--- config.mk ---
export PLATFORM = sky130hd
export DESIGN_NAME = nand_prefetch_engine
export DESIGN_NICKNAME = d
export VERILOG_FILES = /design/src/rtl/nand_pf_pkg.sv /design/src/rtl/nand_pf_ctrl.sv /design/src/rtl/nand_pf_fetch.sv /design/src/rtl/nand_pf_fifo.sv /design/src/rtl/nand_prefetch_engine.sv
export SDC_FILE = /design/constraint.sdc
export NUM_CORES = 1
export LEC_CHECK = 0
export BUFFER_PORTS_ARGS = -buffer_cell sky130_fd_sc_hd__clkbuf_2
export CAP_MARGIN = 20
export CORE_AREA = 5 5 278 198
export DETAILED_ROUTE_END_ITERATION = 10
export DIE_AREA = 0 0 283 203
export PLACE_DENSITY_LB_ADDON = 0.08
export SYNTH_ARGS = -nofsm -noshare
export SYNTH_HDL_FRONTEND = slang
export SYNTH_SLANG_ARGS = --single-unit
--- constraint.sdc ---
create_clock -name clk -period 5.25 [get_ports clk]
set_clock_uncertainty 0.1 [all_clocks]
set_input_delay 1.05 -clock clk [delete_from_list [all_inputs] [get_ports clk]]
set_output_delay 1.05 -clock clk [all_outputs]
set_load 0.03 [all_outputs]
--- src/rtl/nand_pf_pkg.sv ---
package nand_pf_pkg;
  localparam int CFG_W   = 32;
  localparam int BIT_WR  = 0;
  localparam int BIT_DMA = 2;
  localparam int BIT_EN  = 7;
  localparam int THR_LSB = 8;
  localparam int THR_W   = 7;
  localparam int CS_LSB  = 24;
  localparam int CS_W    = 3;
  localparam logic [CFG_W-1:0] CFG_MASK = 32'h0700_7F85;

  typedef struct packed {
    logic             wr_mode;
    logic             dma_en;
    logic             eng_en;
    logic [THR_W-1:0] thr;
    logic [CS_W-1:0]  cs;
  } cfg_t;
endpackage

--- src/rtl/nand_pf_ctrl.sv ---
module nand_pf_ctrl
  import nand_pf_pkg::*;
#(
  parameter int DEPTH = 64,
  parameter int CNT_W = 14,
  parameter int OCC_W = 7
) (
  input  logic             clk,
  input  logic             rst_n,
  input  logic             cfg_we,
  input  logic [CFG_W-1:0] cfg_wdata,
  input  logic             len_we,
  input  logic [CNT_W-1:0] len_wdata,
  input  logic             ctl_we,
  input  logic             ctl_start,
  input  logic             wr_mode,
  input  logic             dma_en,
  input  logic             eng_en,
  input  logic [THR_W-1:0] thr,
  input  logic [OCC_W-1:0] occ,
  input  logic [OCC_W-1:0] occ_nxt,
  input  logic             fetch_idle,
  input  logic             fetch_done,
  output logic [CFG_W-1:0] cfg_q,
  output logic [CNT_W-1:0] len_q,
  output logic             busy,
  output logic [CNT_W-1:0] remain,
  output logic             launch,
  output logic [OCC_W-1:0] launch_n,
  output logic             dma_req,
  output logic             tc,
  output logic             abort,
  output logic             flush
);
  logic             busy_q, first_q, dma_q, tc_q;
  logic [CNT_W-1:0] remain_q, remain_after;
  logic [OCC_W-1:0] free;
  logic             start_evt, stop_evt;

  always_comb begin
    start_evt    = ctl_we && ctl_start && !busy_q && eng_en;
    stop_evt     = ctl_we && !ctl_start && busy_q;
    free         = OCC_W'(DEPTH) - occ;
    launch_n     = (remain_q < CNT_W'(free)) ? OCC_W'(remain_q) : free;
    launch       = fetch_idle && !wr_mode && (remain_q != '0) && (free != '0) &&
                   (first_q || (int'(free) >= int'(thr))) && !start_evt && !stop_evt;
    remain_after = remain_q - CNT_W'(launch_n);
  end

  always_ff @(posedge clk) begin
    if (!rst_n) begin
      cfg_q    <= '0;
      len_q    <= '0;
      busy_q   <= 1'b0;
      first_q  <= 1'b0;
      dma_q    <= 1'b0;
      tc_q     <= 1'b0;
      remain_q <= '0;
    end else begin
      if (cfg_we && !busy_q) cfg_q <= cfg_wdata & CFG_MASK;
      if (len_we && !busy_q) len_q <= len_wdata;
      tc_q <= 1'b0;
      if (start_evt) begin
        busy_q   <= 1'b1;
        remain_q <= len_q;
        first_q  <= 1'b1;
        dma_q    <= 1'b0;
      end else if (stop_evt) begin
        busy_q   <= 1'b0;
        remain_q <= '0;
        first_q  <= 1'b0;
      end else if (launch) begin
        remain_q <= remain_after;
        first_q  <= 1'b0;
        dma_q    <= 1'b0;
        if (remain_after == '0 && busy_q) begin
          busy_q <= 1'b0;
          tc_q   <= 1'b1;
        end
      end
      if (fetch_done && occ_nxt != '0 && dma_en) dma_q <= 1'b1;
    end
  end

  assign busy    = busy_q;
  assign remain  = remain_q;
  assign dma_req = dma_q;
  assign tc      = tc_q;
  assign abort   = start_evt || stop_evt;
  assign flush   = start_evt;
endmodule

--- src/rtl/nand_pf_fetch.sv ---
module nand_pf_fetch #(
  parameter int OCC_W = 7
) (
  input  logic             clk,
  input  logic             rst_n,
  input  logic             launch,
  input  logic [OCC_W-1:0] launch_n,
  input  logic             abort,
  input  logic             wide,
  output logic             dev_req,
  input  logic             dev_ack,
  output logic             idle,
  output logic             push,
  output logic             push_two,
  output logic             done
);
  logic [OCC_W-1:0] left_q, step;
  logic             fire, take_two;

  always_comb begin
    dev_req  = (left_q != '0);
    fire     = dev_req && dev_ack;
    take_two = wide && (left_q >= OCC_W'(2));
    step     = take_two ? OCC_W'(2) : OCC_W'(1);
    idle     = !dev_req;
    push     = fire;
    push_two = fire && take_two;
    done     = fire && (left_q == step) && !abort;
  end

  always_ff @(posedge clk) begin
    if (!rst_n)      left_q <= '0;
    else if (abort)  left_q <= '0;
    else if (launch) left_q <= launch_n;
    else if (fire)   left_q <= left_q - step;
  end
endmodule

--- src/rtl/nand_pf_fifo.sv ---
module nand_pf_fifo #(
  parameter int DEPTH = 64,
  parameter int PTR_W = 6,
  parameter int OCC_W = 7
) (
  input  logic             clk,
  input  logic             rst_n,
  input  logic             push,
  input  logic             push_two,
  input  logic [15:0]      push_data,
  input  logic             pop,
  input  logic             flush,
  output logic [7:0]       rdata,
  output logic [OCC_W-1:0] occ,
  output logic [OCC_W-1:0] occ_nxt
);
  logic [7:0]       mem [DEPTH];
  logic [PTR_W-1:0] wr_ptr, rd_ptr;
  logic [OCC_W-1:0] occ_q, push_n;
  logic [7:0]       last_q;
  logic             pop_ok, wr_ok;

  always_comb begin
    pop_ok  = pop && (occ_q != '0);
    wr_ok   = push && !flush;
    push_n  = wr_ok ? (push_two ? OCC_W'(2) : OCC_W'(1)) : '0;
    occ_nxt = flush ? '0 : (occ_q + push_n - OCC_W'(pop_ok));
    rdata   = (occ_q != '0) ? mem[rd_ptr] : last_q;
  end

  always_ff @(posedge clk) begin
    if (wr_ok) begin
      mem[wr_ptr] <= push_data[7:0];
      if (push_two) mem[wr_ptr + PTR_W'(1)] <= push_data[15:8];
    end
  end

  always_ff @(posedge clk) begin
    if (!rst_n) begin
      wr_ptr <= '0;
      rd_ptr <= '0;
      occ_q  <= '0;
      last_q <= '0;
    end else begin
      wr_ptr <= wr_ptr + PTR_W'(push_n);
      occ_q  <= occ_nxt;
      if (flush) rd_ptr <= wr_ptr;
      else if (pop_ok) begin
        rd_ptr <= rd_ptr + PTR_W'(1);
        last_q <= mem[rd_ptr];
      end
    end
  end

  assign occ = occ_q;
endmodule

--- src/rtl/nand_prefetch_engine.sv ---
module nand_prefetch_engine
  import nand_pf_pkg::*;
#(
  parameter int DEPTH = 64,
  parameter int CNT_W = 14,
  localparam int PTR_W = $clog2(DEPTH),
  localparam int OCC_W = PTR_W + 1
) (
  input  logic             clk,
  input  logic             rst_n,
  input  logic             cfg_we,
  input  logic [CFG_W-1:0] cfg_wdata,
  input  logic             len_we,
  input  logic [CNT_W-1:0] len_wdata,
  input  logic             ctl_we,
  input  logic             ctl_start,
  output logic [CFG_W-1:0] cfg_q,
  output logic [CNT_W-1:0] len_q,
  output logic             busy,
  output logic [CNT_W-1:0] remain_cnt,
  output logic [OCC_W-1:0] fill_level,
  output logic             tc_pulse,
  output logic             dma_req,
  input  logic             bus_rd,
  output logic [7:0]       bus_rdata,
  input  logic             dev_wide,
  output logic [CS_W-1:0]  dev_cs,
  output logic             dev_rd_req,
  input  logic             dev_rd_ack,
  input  logic [15:0]      dev_rd_data
);
  cfg_t             cfg_f;
  logic             launch, fetch_idle, fetch_done, abort, flush;
  logic             push, push_two;
  logic [OCC_W-1:0] launch_n, occ_nxt;
  logic [7:0]       fifo_rdata;

  assign cfg_f = '{wr_mode: cfg_q[BIT_WR], dma_en: cfg_q[BIT_DMA], eng_en: cfg_q[BIT_EN],
                   thr: cfg_q[THR_LSB +: THR_W], cs: cfg_q[CS_LSB +: CS_W]};

  nand_pf_ctrl #(.DEPTH(DEPTH), .CNT_W(CNT_W), .OCC_W(OCC_W)) u_ctrl (
    .clk(clk), .rst_n(rst_n), .cfg_we(cfg_we), .cfg_wdata(cfg_wdata),
    .len_we(len_we), .len_wdata(len_wdata), .ctl_we(ctl_we), .ctl_start(ctl_start),
    .wr_mode(cfg_f.wr_mode), .dma_en(cfg_f.dma_en), .eng_en(cfg_f.eng_en), .thr(cfg_f.thr),
    .occ(fill_level), .occ_nxt(occ_nxt), .fetch_idle(fetch_idle), .fetch_done(fetch_done),
    .cfg_q(cfg_q), .len_q(len_q), .busy(busy), .remain(remain_cnt), .launch(launch),
    .launch_n(launch_n), .dma_req(dma_req), .tc(tc_pulse), .abort(abort), .flush(flush)
  );

  nand_pf_fetch #(.OCC_W(OCC_W)) u_fetch (
    .clk(clk), .rst_n(rst_n), .launch(launch), .launch_n(launch_n), .abort(abort),
    .wide(dev_wide), .dev_req(dev_rd_req), .dev_ack(dev_rd_ack), .idle(fetch_idle),
    .push(push), .push_two(push_two), .done(fetch_done)
  );

  nand_pf_fifo #(.DEPTH(DEPTH), .PTR_W(PTR_W), .OCC_W(OCC_W)) u_fifo (
    .clk(clk), .rst_n(rst_n), .push(push), .push_two(push_two), .push_data(dev_rd_data),
    .pop(bus_rd && !cfg_f.wr_mode), .flush(flush), .rdata(fifo_rdata),
    .occ(fill_level), .occ_nxt(occ_nxt)
  );

  assign bus_rdata = cfg_f.wr_mode ? 8'h00 : fifo_rdata;
  assign dev_cs    = cfg_f.cs;
endmodule

==> flow_metrics.py <==
metrics = {
    "run_status": {
        "outcome": "finished, final reports clean",
    },
    "power_and_ir_drop": {
        "power_density_nw_per_um2": 459,
        "max-vdd-ir-drop_uv": 373,
        "p_leak_nw": 12.0,
    },
    "synthesis": {
        "avgSynthCellArea_um2": 14.2,
        "yosysTopAreaCellShare_pct": 48.2,
        "ys_seq_area_share_pct": 53.5,
        "synthCells": 2253,
        "ys_top_cells_by_count": "mux2_2 (514), edfxtp_1 (512), nand2_1 (183)",
        "synthMostInstantiatedCell": "mux2_2",
        "ys.flop_type": "edfxtp_1",
        "synth_cell_types": 74,
        "async_flop_share_pct": 0,
        "synth_area_leaders": "edfxtp_1 (48%), mux2_2 (18%), mux4_2 (12%)",
        "ys_warn_count": 0,
        "synth_edf_count": 512,
        "synth_seq_cells": 597,
        "syn_area_um2": 31900,
        "synth_area_leader_cell": "edfxtp_1",
    },
    "placed_design": {
        "pre_cts_ws_ns": 0.262,
        "hpwl_mm": 58.9,
        "gp_congestion": 0.939,
        "place_inst": 2930,
        "portBuffers": 114,
    },
    "drt": {
        "vias": 20600,
        "drtIter0Drc": 2458,
        "avgViaCountPerCell": 6.76,
        "drcViolationCount": 0,
        "postRouteAntennaNets": 0,
        "routedWlPerCell_um": 29.6,
        "dr.pass1.iters": 7,
        "drt_wl_total_mm": 90.0,
    },
    "grt": {
        "grt_first_pass_wirelength_mm": 133,
        "grt_start_max_net_pins": 70,
        "antenna_found_initial": 3,
        "overflow": 0,
        "grt_use_total_pct": 30.7,
        "grt_pass1_vias": 20000,
    },
    "timing": {
        "rsz0062_at_grt": "false",
        "relSlewSlack_pct": 22.0,
        "tns_ns": 0,
        "timing.final.ws_setup_ns": 0.296,
        "period_share_pct": 94.4,
        "fmax_ghz": 0.202,
        "report.final.slew_viol_count": 0,
        "hold_viol_final": 0,
        "worst_pin_slew_ns": 1.17,
        "setup_viol": 0,
        "fin_crit_ns": 4.95,
    },
    "clock_network": {
        "hold_buffers": 0,
        "numClockSinks": 597,
        "cts_buffers": 57,
        "worstSkewPairLatency_ns": 0.62,
        "clockRootBuffer": "clkbuf_16",
        "clock_path_buffers": 3,
        "path_clk_slew_ns": 0.06,
        "htree_num_levels": 2,
        "cts_tree": "yes",
    },
    "final_layout": {
        "num_antenna_cells": 0,
        "final_cells": 3046,
        "final_core_util_pct": 67.9,
        "drive_gt1_share_pct": 43.7,
        "layout.nets": 2422,
        "areaGrowthSynthToFinish_pct": 10.5,
    },
    "die": {
        "die-area_um2": 57400,
        "dieWidth_um": 283,
        "initial_core_util_pct": 61.5,
        "rows": 70,
        "io-pin-count": 153,
        "die_y_um": 203,
        "fp.coreArea_um2": 51900,
    },
    "setup_path": {
        "required_ns": 4.10,
        "worst-endpoint-arrival_ns": 3.80,
        "worstSetupPathType": "flop to output port",
        "cp-end-kind": "output port",
        "start_kind": "flop",
        "worst-path-max-fanout": 14,
    },
    "worst_hold_path": {
        "hold_path.class": "flop to flop",
    },
    "job": {
        "max-cap-violations": 0,
    },
}
metal layers:
metal	track usage, %	up-vias	part of all wire [%]
met4	7.92	0	2.6
met1	46.2	10600	43
li1	-	8773	-
met3	7.19	156	10
met2	45.8	1103	44
met5	0	-	0
power by group:
part / switching, mW / internal [mW]
clock: 1.83 / 2.42
sequential: 0.254 / 5.38
combinational: 3.85 / 2.47
total: 5.94 / 10.3
worst max-delay path, cell delays in order (launching register included):
cell      delay, ns
dfxtp_4        0.60
buf_4          0.37
mux4_2         0.61
mux4_2         0.58
mux4_2         0.56
nand2_1        0.10
a21oi_1        0.11
clkbuf_2       0.23
flip-flops by register name, summed over array words and instances (netlist names), 6 cells and up, named ones only:
signal          cells
u_fifo.mem        512
u_ctrl.len_q       14
u_ctrl.remain      14
u_ctrl.cfg_q       13
u_fifo.last_q       8
u_fetch.left_q      7
u_fifo.occ          7
u_fifo.rd_ptr       6
u_fifo.wr_ptr       6
metrics by stage:
step / hold WS (ns) / cell area [µm²] / power (mW)
after CTS: 0.359 / 35100 / 16.0
after global routing: 0.377 / 35300 / 16.9
final: 0.359 / 35300 / 16.2
after detailed placement: 0.349 / 33300 / 11.7
after global placement: 0.343 / 33200 / 11.7
after floorplan: 0.336 / 32000 / 9.90
layout make-up:
type	instances	area (µm²)
inverters	41	154
flip-flops and latches	597	17100
repair buffers	224	1500
clock inverters	34	357
clock buffers	71	1540
well taps	684	856
fillers	3613	16700
multi-input cells	1395	13800
kinds of logic after synthesis:
family	synth area share [%]
flip-flops	53.5
multiplexers	30.2
AND/OR/NAND/NOR	5.67
adder cells (fa/ha/maj)	1.56
buffers and inverters	3.59
AO/OA/AOI/OAI	4.61
other	0.0117
XOR/XNOR	0.851
placed cells by master, fill, tap and decap left out, types with 19 or more instances in the layout:
cell | Yosys | final
a21oi_1 | 79 | 79
and2_1 | 24 | 24
buf_4 | 25 | 92
clkbuf_16 | 0 | 58
clkbuf_2 | 2 | 114
conb_1 | 1 | 19
dfxtp_1 | 85 | 81
edfxtp_1 | 512 | 512
ha_1 | 31 | 31
inv_1 | 41 | 40
mux2_2 | 514 | 514
mux4_2 | 168 | 168
nand2_1 | 183 | 181
nand3_1 | 30 | 30
nor2_1 | 52 | 52
o21ai_0 | 68 | 67
o21bai_1 | 21 | 21
xnor2_1 | 21 | 20
worst paths after layout:
path         slack (ns)                       endpoint  depth (start not counted)                           from
max                0.30                   bus_rdata[3]                          7                           flop
min                0.36  u_fifo.last_q[7]$_SDFFE_PN0P_                          2  u_fifo.last_q[7]$_SDFFE_PN0P_
min reg2reg        0.36  u_fifo.last_q[7]$_SDFFE_PN0P_                          2  u_fifo.last_q[7]$_SDFFE_PN0P_
max reg2reg        0.35           u_ctrl.tc$_SDFF_PP0_                         21       u_fifo.occ[2]$_SDFF_PN0_
timing repair:
| item | 4_1_cts | 5_1_grt |
|---|---|---|
| gates resized for setup | 0 | 6 |
| setup endpoints to repair | 0 | 7 |
| buffers inserted | 0 | 1 |
Power figures use the tool's default switching activity.
